File: config.mk
export PLATFORM = sky130hd
export DESIGN_NAME = tdm_slot_access
export DESIGN_NICKNAME = d
export VERILOG_FILES = /design/src/rtl/tdm_access_pkg.sv /design/src/rtl/tdm_frame_pos.sv /design/src/rtl/tdm_access_chan.sv /design/src/rtl/tdm_sync_irq.sv /design/src/rtl/tdm_slot_access.sv
export SDC_FILE = /design/constraint.sdc
export NUM_CORES = 1
export LEC_CHECK = 0
export ABC_CLOCK_PERIOD_IN_PS = 2890
export CAP_MARGIN = 15
export CELL_PAD_IN_SITES_DETAIL_PLACEMENT = 0
export CELL_PAD_IN_SITES_GLOBAL_PLACEMENT = 1
export CORE_ASPECT_RATIO = 2
export CORE_MARGIN = 3
export CORE_UTILIZATION = 51
export DETAILED_ROUTE_END_ITERATION = 12
export PLACE_DENSITY = 0.88
export SLEW_MARGIN = 20
export SYNTH_ARGS = -nofsm -noshare
export SYNTH_HDL_FRONTEND = slang
export SYNTH_HIERARCHICAL = 1
export SYNTH_SLANG_ARGS = --single-unit
File: constraint.sdc
create_clock -name clk_i -period 2.89 [get_ports clk_i]
set_input_delay 0.4335 -clock clk_i [delete_from_list [all_inputs] [get_ports clk_i]]
set_output_delay 0.4335 -clock clk_i [all_outputs]
set_load 0.02 [all_outputs]
File: src/rtl/tdm_access_pkg.sv
package tdm_access_pkg;
  localparam int unsigned CFG_DPS  = 4;
  localparam int unsigned CFG_EIN  = 5;
  localparam int unsigned CFG_EOUT = 6;
  localparam int unsigned ST_STI   = 0;
  localparam int unsigned ST_STOV  = 1;

  typedef enum logic {
    OUT_ON_DD = 1'b0,
    OUT_ON_DU = 1'b1
  } port_sel_e;
endpackage

File: src/rtl/tdm_frame_pos.sv
module tdm_frame_pos #(
  parameter int unsigned SLOTS  = 12,
  parameter int unsigned BW     = 8,
  parameter int unsigned SLOT_W = 4,
  parameter int unsigned BIT_W  = 3
) (
  input  logic              clk_i,
  input  logic              rst_ni,
  input  logic              bit_en_i,
  input  logic              fsc_i,
  output logic              valid_o,
  output logic [SLOT_W-1:0] slot_o,
  output logic [BIT_W-1:0]  bit_o,
  output logic              start_o,
  output logic [SLOT_W-1:0] start_slot_o
);
  localparam logic [BIT_W-1:0]  LAST_BIT  = BIT_W'(BW - 1);
  localparam logic [SLOT_W-1:0] LAST_SLOT = SLOT_W'(SLOTS - 1);

  logic              valid_q, valid_d;
  logic [SLOT_W-1:0] slot_q, slot_d;
  logic [BIT_W-1:0]  bit_q, bit_d;

  always_comb begin
    valid_d = valid_q;
    slot_d  = slot_q;
    bit_d   = bit_q;
    if (bit_en_i) begin
      if (fsc_i) begin
        valid_d = 1'b1;
        slot_d  = '0;
        bit_d   = '0;
      end else if (valid_q) begin
        if (bit_q == LAST_BIT) begin
          bit_d  = '0;
          slot_d = (slot_q == LAST_SLOT) ? '0 : slot_q + 1'b1;
        end else begin
          bit_d = bit_q + 1'b1;
        end
      end
    end
  end

  always_ff @(posedge clk_i or negedge rst_ni) begin
    if (!rst_ni) begin
      valid_q <= 1'b0;
      slot_q  <= '0;
      bit_q   <= '0;
    end else begin
      valid_q <= valid_d;
      slot_q  <= slot_d;
      bit_q   <= bit_d;
    end
  end

  assign valid_o      = valid_q;
  assign slot_o       = slot_q;
  assign bit_o        = bit_q;
  // strobe that opens bit 0 of a slot
  assign start_o      = bit_en_i && valid_d && (bit_d == '0);
  assign start_slot_o = slot_d;
endmodule

File: src/rtl/tdm_access_chan.sv
module tdm_access_chan
  import tdm_access_pkg::*;
#(
  parameter int unsigned BW     = 8,
  parameter int unsigned SLOT_W = 4,
  parameter int unsigned BIT_W  = 3
) (
  input  logic              clk_i,
  input  logic              rst_ni,
  input  logic              bit_en_i,
  input  logic              valid_i,
  input  logic [SLOT_W-1:0] slot_i,
  input  logic [BIT_W-1:0]  bit_i,
  input  logic              start_i,
  input  logic [SLOT_W-1:0] start_slot_i,
  input  logic [SLOT_W-1:0] ts_i,
  input  logic              dps_i,
  input  logic              en_in_i,
  input  logic              en_out_i,
  input  logic              line_dd_i,
  input  logic              line_du_i,
  input  logic [BW-1:0]     data_i,
  output logic              pass_o,
  output logic              cap_o,
  output logic [BW-1:0]     cap_byte_o,
  output logic              drv_dd_o,
  output logic              drv_du_o
);
  localparam logic [BIT_W-1:0] LAST_BIT = BIT_W'(BW - 1);

  logic [BW-1:0] sh_q;
  logic [BW-1:0] hold_q;
  logic          hit, in_bit, out_bit, active;
  port_sel_e     psel;

  assign psel    = port_sel_e'(dps_i);
  assign hit     = valid_i && (slot_i == ts_i);
  assign in_bit  = (psel == OUT_ON_DD) ? line_du_i : line_dd_i;
  assign pass_o  = bit_en_i && hit && (bit_i == LAST_BIT);
  assign cap_o   = pass_o && en_in_i;
  assign cap_byte_o = {sh_q[BW-2:0], in_bit};

  always_ff @(posedge clk_i or negedge rst_ni) begin
    if (!rst_ni) begin
      sh_q <= '1;
    end else if (bit_en_i && hit) begin
      sh_q <= {sh_q[BW-2:0], in_bit};
    end
  end

  // output byte frozen at slot start
  always_ff @(posedge clk_i or negedge rst_ni) begin
    if (!rst_ni) begin
      hold_q <= '1;
    end else if (start_i && (start_slot_i == ts_i)) begin
      hold_q <= data_i;
    end
  end

  assign out_bit  = hold_q[LAST_BIT - bit_i];
  assign active   = hit && en_out_i;
  assign drv_dd_o = (active && psel == OUT_ON_DD) ? out_bit : 1'b1;
  assign drv_du_o = (active && psel == OUT_ON_DU) ? out_bit : 1'b1;
endmodule

File: src/rtl/tdm_sync_irq.sv
module tdm_sync_irq (
  input  logic clk_i,
  input  logic rst_ni,
  input  logic evt_i,
  input  logic clr_sti_i,
  input  logic clr_stov_i,
  output logic sti_o,
  output logic stov_o
);
  logic sti_q, stov_q;

  always_ff @(posedge clk_i or negedge rst_ni) begin
    if (!rst_ni) begin
      sti_q  <= 1'b0;
      stov_q <= 1'b0;
    end else begin
      sti_q  <= (sti_q && !clr_sti_i) || evt_i;
      stov_q <= (stov_q && !clr_stov_i) || (evt_i && sti_q);
    end
  end

  assign sti_o  = sti_q;
  assign stov_o = stov_q;
endmodule

File: src/rtl/tdm_slot_access.sv
module tdm_slot_access
  import tdm_access_pkg::*;
#(
  parameter int unsigned SLOTS  = 12,
  parameter int unsigned BW     = 8,
  parameter int unsigned PAIRS  = 2,
  parameter int unsigned ADDR_W = 4
) (
  input  logic              clk_i,
  input  logic              rst_ni,
  input  logic              bit_en_i,
  input  logic              fsc_i,
  input  logic              dd_i,
  input  logic              du_i,
  output logic              dd_o,
  output logic              du_o,
  input  logic              wr_i,
  input  logic [ADDR_W-1:0] addr_i,
  input  logic [BW-1:0]     wdata_i,
  output logic [BW-1:0]     rdata_o,
  output logic              irq_o
);
  localparam int unsigned NCH    = 2 * PAIRS;
  localparam int unsigned SLOT_W = $clog2(SLOTS);
  localparam int unsigned BIT_W  = $clog2(BW);
  localparam int unsigned CH_W   = $clog2(NCH);
  localparam logic [ADDR_W-1:0] A_SWAP = ADDR_W'(2 * NCH);
  localparam logic [ADDR_W-1:0] A_STAT = ADDR_W'(2 * NCH + 1);
  localparam logic [ADDR_W-1:0] A_SEL  = ADDR_W'(2 * NCH + 2);

  logic              pos_valid;
  logic [SLOT_W-1:0] cur_slot;
  logic [BIT_W-1:0]  cur_bit;
  logic              slot_start;
  logic [SLOT_W-1:0] start_slot;

  logic [BW-1:0] data_q [NCH];
  logic [BW-1:0] cfg_q  [NCH];
  logic [BW-1:0] cap_byte [NCH];
  logic [BW-1:0] cap_val  [NCH];
  logic [BW-1:0] swap_q, sel_q;
  logic [NCH-1:0] pass, cap, cap_hit, drv_dd, drv_du;
  logic sti, stov, watch_evt, clr_sti, clr_stov;

  tdm_frame_pos #(
    .SLOTS(SLOTS), .BW(BW), .SLOT_W(SLOT_W), .BIT_W(BIT_W)
  ) u_pos (
    .clk_i       (clk_i),
    .rst_ni      (rst_ni),
    .bit_en_i    (bit_en_i),
    .fsc_i       (fsc_i),
    .valid_o     (pos_valid),
    .slot_o      (cur_slot),
    .bit_o       (cur_bit),
    .start_o     (slot_start),
    .start_slot_o(start_slot)
  );

  for (genvar i = 0; i < NCH; i++) begin : g_ch
    localparam int unsigned PARTNER = i ^ 1;

    tdm_access_chan #(
      .BW(BW), .SLOT_W(SLOT_W), .BIT_W(BIT_W)
    ) u_chan (
      .clk_i       (clk_i),
      .rst_ni      (rst_ni),
      .bit_en_i    (bit_en_i),
      .valid_i     (pos_valid),
      .slot_i      (cur_slot),
      .bit_i       (cur_bit),
      .start_i     (slot_start),
      .start_slot_i(start_slot),
      .ts_i        (cfg_q[i][SLOT_W-1:0]),
      .dps_i       (cfg_q[i][CFG_DPS]),
      .en_in_i     (cfg_q[i][CFG_EIN]),
      .en_out_i    (cfg_q[i][CFG_EOUT]),
      .line_dd_i   (dd_i),
      .line_du_i   (du_i),
      .data_i      (data_q[i]),
      .pass_o      (pass[i]),
      .cap_o       (cap[i]),
      .cap_byte_o  (cap_byte[i]),
      .drv_dd_o    (drv_dd[i]),
      .drv_du_o    (drv_du[i])
    );

    // swap cross-connects capture paths within the pair
    assign cap_hit[i] = swap_q[i/2] ? cap[PARTNER] : cap[i];
    assign cap_val[i] = swap_q[i/2] ? cap_byte[PARTNER] : cap_byte[i];

    always_ff @(posedge clk_i or negedge rst_ni) begin
      if (!rst_ni) begin
        data_q[i] <= '1;
      end else if (cap_hit[i]) begin
        data_q[i] <= cap_val[i];
      end else if (wr_i && addr_i == ADDR_W'(i)) begin
        data_q[i] <= wdata_i;
      end
    end

    always_ff @(posedge clk_i or negedge rst_ni) begin
      if (!rst_ni) begin
        cfg_q[i] <= '0;
      end else if (wr_i && addr_i == ADDR_W'(NCH + i)) begin
        cfg_q[i] <= wdata_i;
      end
    end
  end

  always_ff @(posedge clk_i or negedge rst_ni) begin
    if (!rst_ni) begin
      swap_q <= '0;
      sel_q  <= '0;
    end else if (wr_i) begin
      if (addr_i == A_SWAP) swap_q <= wdata_i;
      if (addr_i == A_SEL)  sel_q  <= wdata_i;
    end
  end

  assign watch_evt = sel_q[CH_W] && pass[sel_q[CH_W-1:0]];
  assign clr_sti   = wr_i && (addr_i == A_STAT) && wdata_i[ST_STI];
  assign clr_stov  = wr_i && (addr_i == A_STAT) && wdata_i[ST_STOV];

  tdm_sync_irq u_irq (
    .clk_i     (clk_i),
    .rst_ni    (rst_ni),
    .evt_i     (watch_evt),
    .clr_sti_i (clr_sti),
    .clr_stov_i(clr_stov),
    .sti_o     (sti),
    .stov_o    (stov)
  );

  always_comb begin
    rdata_o = '0;
    for (int i = 0; i < NCH; i++) begin
      if (addr_i == ADDR_W'(i))       rdata_o = data_q[i];
      if (addr_i == ADDR_W'(NCH + i)) rdata_o = cfg_q[i];
    end
    if (addr_i == A_SWAP) rdata_o = swap_q;
    if (addr_i == A_STAT) rdata_o = {{(BW-2){1'b0}}, stov, sti};
    if (addr_i == A_SEL)  rdata_o = sel_q;
  end

  assign dd_o  = &drv_dd;
  assign du_o  = &drv_du;
  assign irq_o = sti || stov;
endmodule

==> results of run 1 <==
power breakdown:
part | internal [mW] | leakage [nW] | switching [mW] | total [mW]
sequential | 3.14 | 1.68 | 0.607 | 3.74
clock | 1.24 | 0.286 | 0.964 | 2.20
combinational | 1.11 | 2.19 | 0.942 | 2.05
total | 5.49 | 4.16 | 2.51 | 8.00
through the flow:
stage | setup TNS, ps | util | hold slack, ps | area [um^2]
2_1_floorplan | 0 | - | 137.9 | 8441
3_3_place_gp | -878.3 | 0.5810 | 427.6 | 9309
3_5_place_dp | -1512 | 0.5810 | 436.7 | 9309
4_1_cts | 0 | 0.6170 | 495.2 | 9886
5_1_grt | -8.496 | 0.6171 | 516.6 | 9887
6_report | 0 | 0.6171 | 495.1 | 9887
flip-flops by register name, summed over array words and instances, names as in the netlist:
signal,flops
cfg_q,32
data_q,32
g_ch.u_chan/hold_q,32
g_ch.u_chan/sh_q,28
sel_q,8
swap_q,8
u_irq/sti_o,1
u_irq/stov_o,1
u_pos/bit_o,3
u_pos/slot_o,4
u_pos/valid_o,1
metal layers:
layer	GRT usage	vias to the layer above	share of wire
li1	-	2743	-
met1	0.2661	3099	0.35
met2	0.4851	196	0.56
met3	0.04840	83	0.036
met4	0.1487	2	0.059
met5	0	-	0.00030
cell families (layout without fill, tap and decap cells):
family / count (synthesis) / in the layout / share of synthesized area
compound gates: 131 / 131 / 0.1042
xor+xnor: 32 / 32 / 0.03321
fa+ha+maj: 3 / 3 / 0.004448
buf+inv: 50 / 136 / 0.03157
flops: 150 / 150 / 0.4583
mux: 191 / 191 / 0.2559
simple gates: 151 / 151 / 0.1124
cell type report:
cell class	instances	area (um^2)	share of cell area
clock buffers	19	442.9	0.04480
repair buffers	95	847.1	0.08567
flip-flops and latches	150	3869	0.3913
inverters	9	33.78	0.003417
well taps	201	251.5	0.02544
clock inverters	13	136.4	0.01379
multi-input cells	508	4307	0.4356
worst reg2reg max path, delay by kind of cell, from the launching register on:
| kind | cells | cell delay [ps] |
|---|---|---|
| compound gates | 3 | 680 |
| buf+inv | 1 | 240 |
| simple gates | 2 | 420 |
| fa+ha+maj | 2 | 460 |
| xor+xnor | 1 | 170 |
| mux | 1 | 360 |
| flops | 1 | 430 |
worst max path at each step:
stage,to,slack (ps),cells past startpoint
2_1_floorplan,g_ch[0].u_chan/hold_q[0],360,9
3_3_place_gp,rdata_o[4],-260,7
3_5_place_dp,rdata_o[4],-280,7
4_1_cts,du_o,20,6
5_1_grt,g_ch[2].u_chan/hold_q[5],-7,10
6_report,g_ch[2].u_chan/hold_q[5],70,10
cell usage in the layout, fill, tap and decap left out, types with 12 or more instances in the layout:
cell type | netlist | routed
a211oi_1 | 25 | 25
clkdlybuf4s50_1 | 0 | 17
clkbuf_16 | 0 | 17
dfrtp_1 | 58 | 58
nand2_1 | 35 | 35
xnor2_1 | 20 | 20
mux2_2 | 114 | 114
nor2b_1 | 28 | 28
dfstp_2 | 92 | 92
mux2i_1 | 68 | 68
buf_4 | 5 | 58
nor2_1 | 13 | 13
a21oi_1 | 33 | 33
xor2_1 | 12 | 12
o21ai_0 | 31 | 31
repair_timing:
action | CTS | global route
resized for setup | 12 | 7
pin swaps | 1 | 0
setup buffers | 0 | 0
setup endpoints to repair | 10 | 33
hold endpoints to repair | 14 | 0
hold buffers | 1 | 0
==> flow_summary.yaml, run 1 <==
timing:
  period_needed_ps: 2825
  worstMarginPinSlew_ps: 702.2
  fin_crit_sh: 0.9775
  slew_headroom: 0.5304
  fmax_mhz: 354.0
  setup_slack_ps: 65.08
  setup_violations: 0
  fin_skew_ps: 7.668
  final_max_slew_viol_count: 0
  finalHoldViolCount: 0
floorplanning:
  fp.dieW_um: 96.97
  io_pins: 30
  rows: 65
  start_util: 0.5268
  dieArea_mm2: 0.01822
  die_y_um: 187.9
  core_area_mm2: 0.01602
worst_setup_path:
  cp.required_ps: 3240
  worst-path-buf-inv: 1
  reg2reg_setup_slack_ps: 70
  crit_path_end_kind: "flop"
  startpoint: "u_pos/bit_o[1]"
  cp.arrival_ps: 3180
  crit_slowest_cell: "dfrtp_1"
  critPathMaxFanout: 8
  critPathLaunchType: "flop"
  r2r-end: "g_ch[2].u_chan/hold_q[5]"
  ff2ff_path_depth: 10
  rr_startpoint: "u_pos/bit_o[1]"
  slowest_delay_ps: 430
  crit_chain: "ha_1 > ha_1 > nand2_1 > o21ba_2 > o21ai_0 > a22o_1 > xor2_1 > nor4_4 > buf_4 > mux2_2"
  cp_common_cell: "ha_1"
  critPathKind: "reg -> reg"
  cpLargestDelayFamily: "compound AO/OA/AOI/OAI gates"
synth:
  yosys.area.top_type: "dfstp_2"
  syn_nets: 730
  synthTopCellsByArea: "dfstp_2 (29%), dfrtp_1 (17%), mux2_2 (15%), mux2i_1 (8.1%), a211oi_1 (2.2%)"
  synthMostInstantiatedCell: "mux2_2"
  ys_seq_area_frac: 0.4583
  syn_inst: 708
  synth_top_area_frac: 0.2864
  syn_avg_cell_area_um2: 11.92
  yosys_warnings: 6
  yosysUniqueCellTypes: 69
  synthesis.area_mm2: 0.008441
  ys_ff_latch: 150
  synthArstFlopShare: 1.000
  synth_ff_type: "dfstp_2"
  synth_edf_count: 0
  synthTopCellsByCount: "mux2_2 (114), dfstp_2 (92), mux2i_1 (68), dfrtp_1 (58), nand2_1 (35)"
route:
  wire_per_inst_um: 23.31
  antenna_left: 0
  first_iter_violations: 336
  vias_per_cell: 6.154
  drc_errors: 0
  dr.pass1.iters: 5
  routed_wirelength_um: 23190
  vias: 6123
power_and_ir_drop:
  p_leak_nw: 4.159
  ir_drop_v: 0.0004495
  p_total_mw: 8.001
  p_per_area_mw_per_mm2: 809.2
layout:
  fill_cells: 1240
  nets: 803
  diodes: 0
  drive_gt1_frac: 0.4383
  syn2layout_area_growth_pct: 17.14
  instances_no_fill: 995
clock_network:
  clk_pin_slew_ps: 70
  htreeDepth: 4
  cts_max_path_buffers: 2
  cts_sinks: 150
  cts_made_buffers: 17
  clk_latency_ps: 430
  cts_tree: "done"
  cts_root_buffer: "clkbuf_16"
place:
  finalWeightedCongestion: 0.9567
  dp_cells: 962
  hpwl_um: 17700
  io_buffers: 29
  pre_cts_ws_ps: -278.9
run_status:
  status: "finished, final reports clean"
hold_path:
  hold_class: "reg -> reg"
  holdPathEnd: "data_q[3]"
  hold_path.startpoint: "data_q[3]"
  hold_depth: 2
global_routing:
  grt_overflow_total: 0
  grt_use_total: 0.2602
  antenna_found_initial: 1
  grt_pass1_wl_um: 36620
  grt_max_degree: 64
  grt_pass1_vias: 6673
flow_run:
  drv_cap: 0
Power figures use the tool's default switching activity.
==> inputs of run 2 (changes only) <==
Settings changed: SETUP_SLACK_MARGIN set to 0.15.
==> flow_summary.yaml, run 2 (synthesis results as in run 1) <==
floorplanning:
  start_util: 0.5268
  fp.dieW_um: 96.97
  dieArea_mm2: 0.01822
  core_area_mm2: 0.01602
  io_pins: 30
  rows: 65
  die_y_um: 187.9
layout:
  drive_gt1_frac: 0.4560
  nets: 805
  syn2layout_area_growth_pct: 17.76
  fill_cells: 1233
  reg.largest.list: "cfg_q (32), data_q (32), g_ch.u_chan/hold_q (32)"
  final_common_cell: "mux2_2"
  final_area_mm2: 0.009940
  instances_no_fill: 997
  layout_common_cells: "mux2_2 (114), dfstp_2 (92), mux2i_1 (68)"
  diodes: 0
timing:
  fmax_mhz: 359.8
  setup_slack_ps: 110.6
  fin_setup_tns_ps: 0
  slew_headroom: 0.5243
  worstMarginPinSlew_ps: 711.4
  fin_crit_sh: 0.9617
  finalHoldViolCount: 0
  final_max_slew_viol_count: 0
  setup_violations: 0
  fin_skew_ps: 8.205
  rsz0062_at_grt: "true"
  period_needed_ps: 2779
worst_setup_path:
  critPathMaxFanout: 3
  cp.arrival_ps: 2350
  cpLargestDelayFamily: "compound AO/OA/AOI/OAI gates"
  worst-path-buf-inv: 2
  crit_chain: "or3b_4 > a221oi_4 > a311oi_2 > o31ai_2 > buf_4 > buf_6"
  critPathLaunchType: "flop"
  slowest_delay_ps: 570
  crit_slowest_cell: "dfstp_2"
  crit_path_end_kind: "primary output"
  critPathKind: "reg -> out"
  cp.required_ps: 2460
route:
  wire_per_inst_um: 23.30
  routed_wirelength_um: 23230
  first_iter_violations: 357
  dr.pass1.iters: 5
  antenna_left: 0
  vias_per_cell: 6.140
  vias: 6122
  drc_errors: 0
global_routing:
  grt_overflow_total: 0
  grt_pass1_wl_um: 36620
  grt_max_degree: 64
  grt_pass1_vias: 6664
  antenna_found_initial: 0
  grt_use_total: 0.2602
place:
  io_buffers: 29
  placed_cell_area_mm2: 0.009309
  pre_cts_ws_ps: -278.9
  hpwl_um: 17700
  dp_cells: 962
  finalWeightedCongestion: 0.9567
flow_run:
  drv_cap: 0
power_and_ir_drop:
  ir_drop_v: 0.0004466
  p_total_mw: 8.014
  p_per_area_mw_per_mm2: 806.3
  p_leak_nw: 4.174
clock_network:
  clk_latency_ps: 430
  cts_max_path_buffers: 2
  cts_root_buffer: "clkbuf_16"
  cts_made_buffers: 17
  clk_pin_slew_ps: 70
  cts_sinks: 150
  htreeDepth: 4
  cts_tree: "done"
run_status:
  status: "finished, final reports clean"
hold_path:
  hold_class: "reg -> reg"
## run 2: cell count changes in the layout (fill, tap and decap cells not counted), moves of 2 or more
cell           before  now
buf_6               3    7
a22o_1              2    0
clkbuf_2            2    4
dlygate4sd2_1       6    4
a22o_2              0    2
## run 2: path summary, 6_finish.rpt
kind                                            end  cells after the start  slack, ps           start
hold reg to reg                           data_q[3]                      2        500       data_q[3]
max in group asynchronous  g_ch[0].u_chan/hold_q[0]                      3       1470          rst_ni
setup reg to reg           g_ch[2].u_chan/hold_q[5]                     10        280  u_pos/bit_o[1]
setup / recovery                         rdata_o[4]                      6        110      data_q[28]
min in group asynchronous                  cfg_q[5]                      2        550          rst_ni
hold / removal                            data_q[3]                      2        500       data_q[3]
## run 2: where the power goes
| part | internal [mW] | switching, mW | leakage [nW] |
|---|---|---|---|
| combinational | 1.12 | 0.950 | 2.21 |
| sequential | 3.14 | 0.604 | 1.68 |
| clock | 1.24 | 0.964 | 0.286 |
| total | 5.49 | 2.52 | 4.17 |
## run 2: area by class of cell
| class | instances | area (um^2) | share of cell area |
|---|---|---|---|
| Multi-Input combinational cell | 508 | 4343 | 0.4369 |
| Sequential cell | 150 | 3870 | 0.3894 |
| Timing Repair Buffer | 97 | 862.1 | 0.08673 |
| Clock buffer | 19 | 442.9 | 0.04456 |
| Tap cell | 201 | 251.5 | 0.02530 |
| Clock inverter | 13 | 136.4 | 0.01372 |
| Inverter | 9 | 33.78 | 0.003399 |
## run 2: what timing repair did
item,CTS,global route
cloned,0,0
setup endpoints to repair,19,42
pin swaps,1,5
hold buffers,1,0
hold endpoints to repair,14,0
gates resized for setup,24,21
buffers inserted,0,2
## run 2: worst register-to-register path: cells and delay by family, from the launching register on
family	cells	cell delay, ps
fa+ha+maj	2	390
compound gates	3	610
mux	1	350
flops	1	400
simple gates	2	400
buf+inv	1	190
xor+xnor	1	190
## run 2: metrics by stage
| stage | hold slack [ps] | utilization |
|---|---|---|
| 6_report | 499.9 | 0.6204 |
| 5_1_grt | 516.6 | 0.6204 |
| 4_1_cts | 495.2 | 0.6173 |
| 3_5_place_dp | 436.7 | 0.5810 |
| 3_3_place_gp | 427.6 | 0.5810 |
| 2_1_floorplan | 137.9 | - |
## run 2: layer usage
metal / GRT usage / share of wire / vias up
li1: - / - / 2747
met3: 0.04803 / 0.039 / 93
met5: 0 / 0 / -
met1: 0.2666 / 0.34 / 3072
met4: 0.1449 / 0.060 / 0
met2: 0.4870 / 0.56 / 210
==> inputs of run 3 (changes only) <==
Settings changed: ABC_CLOCK_PERIOD_IN_PS 2890 to not set.
==> results of run 3 <==
The final DEF is identical to that of run 2; final timing and power are the same.
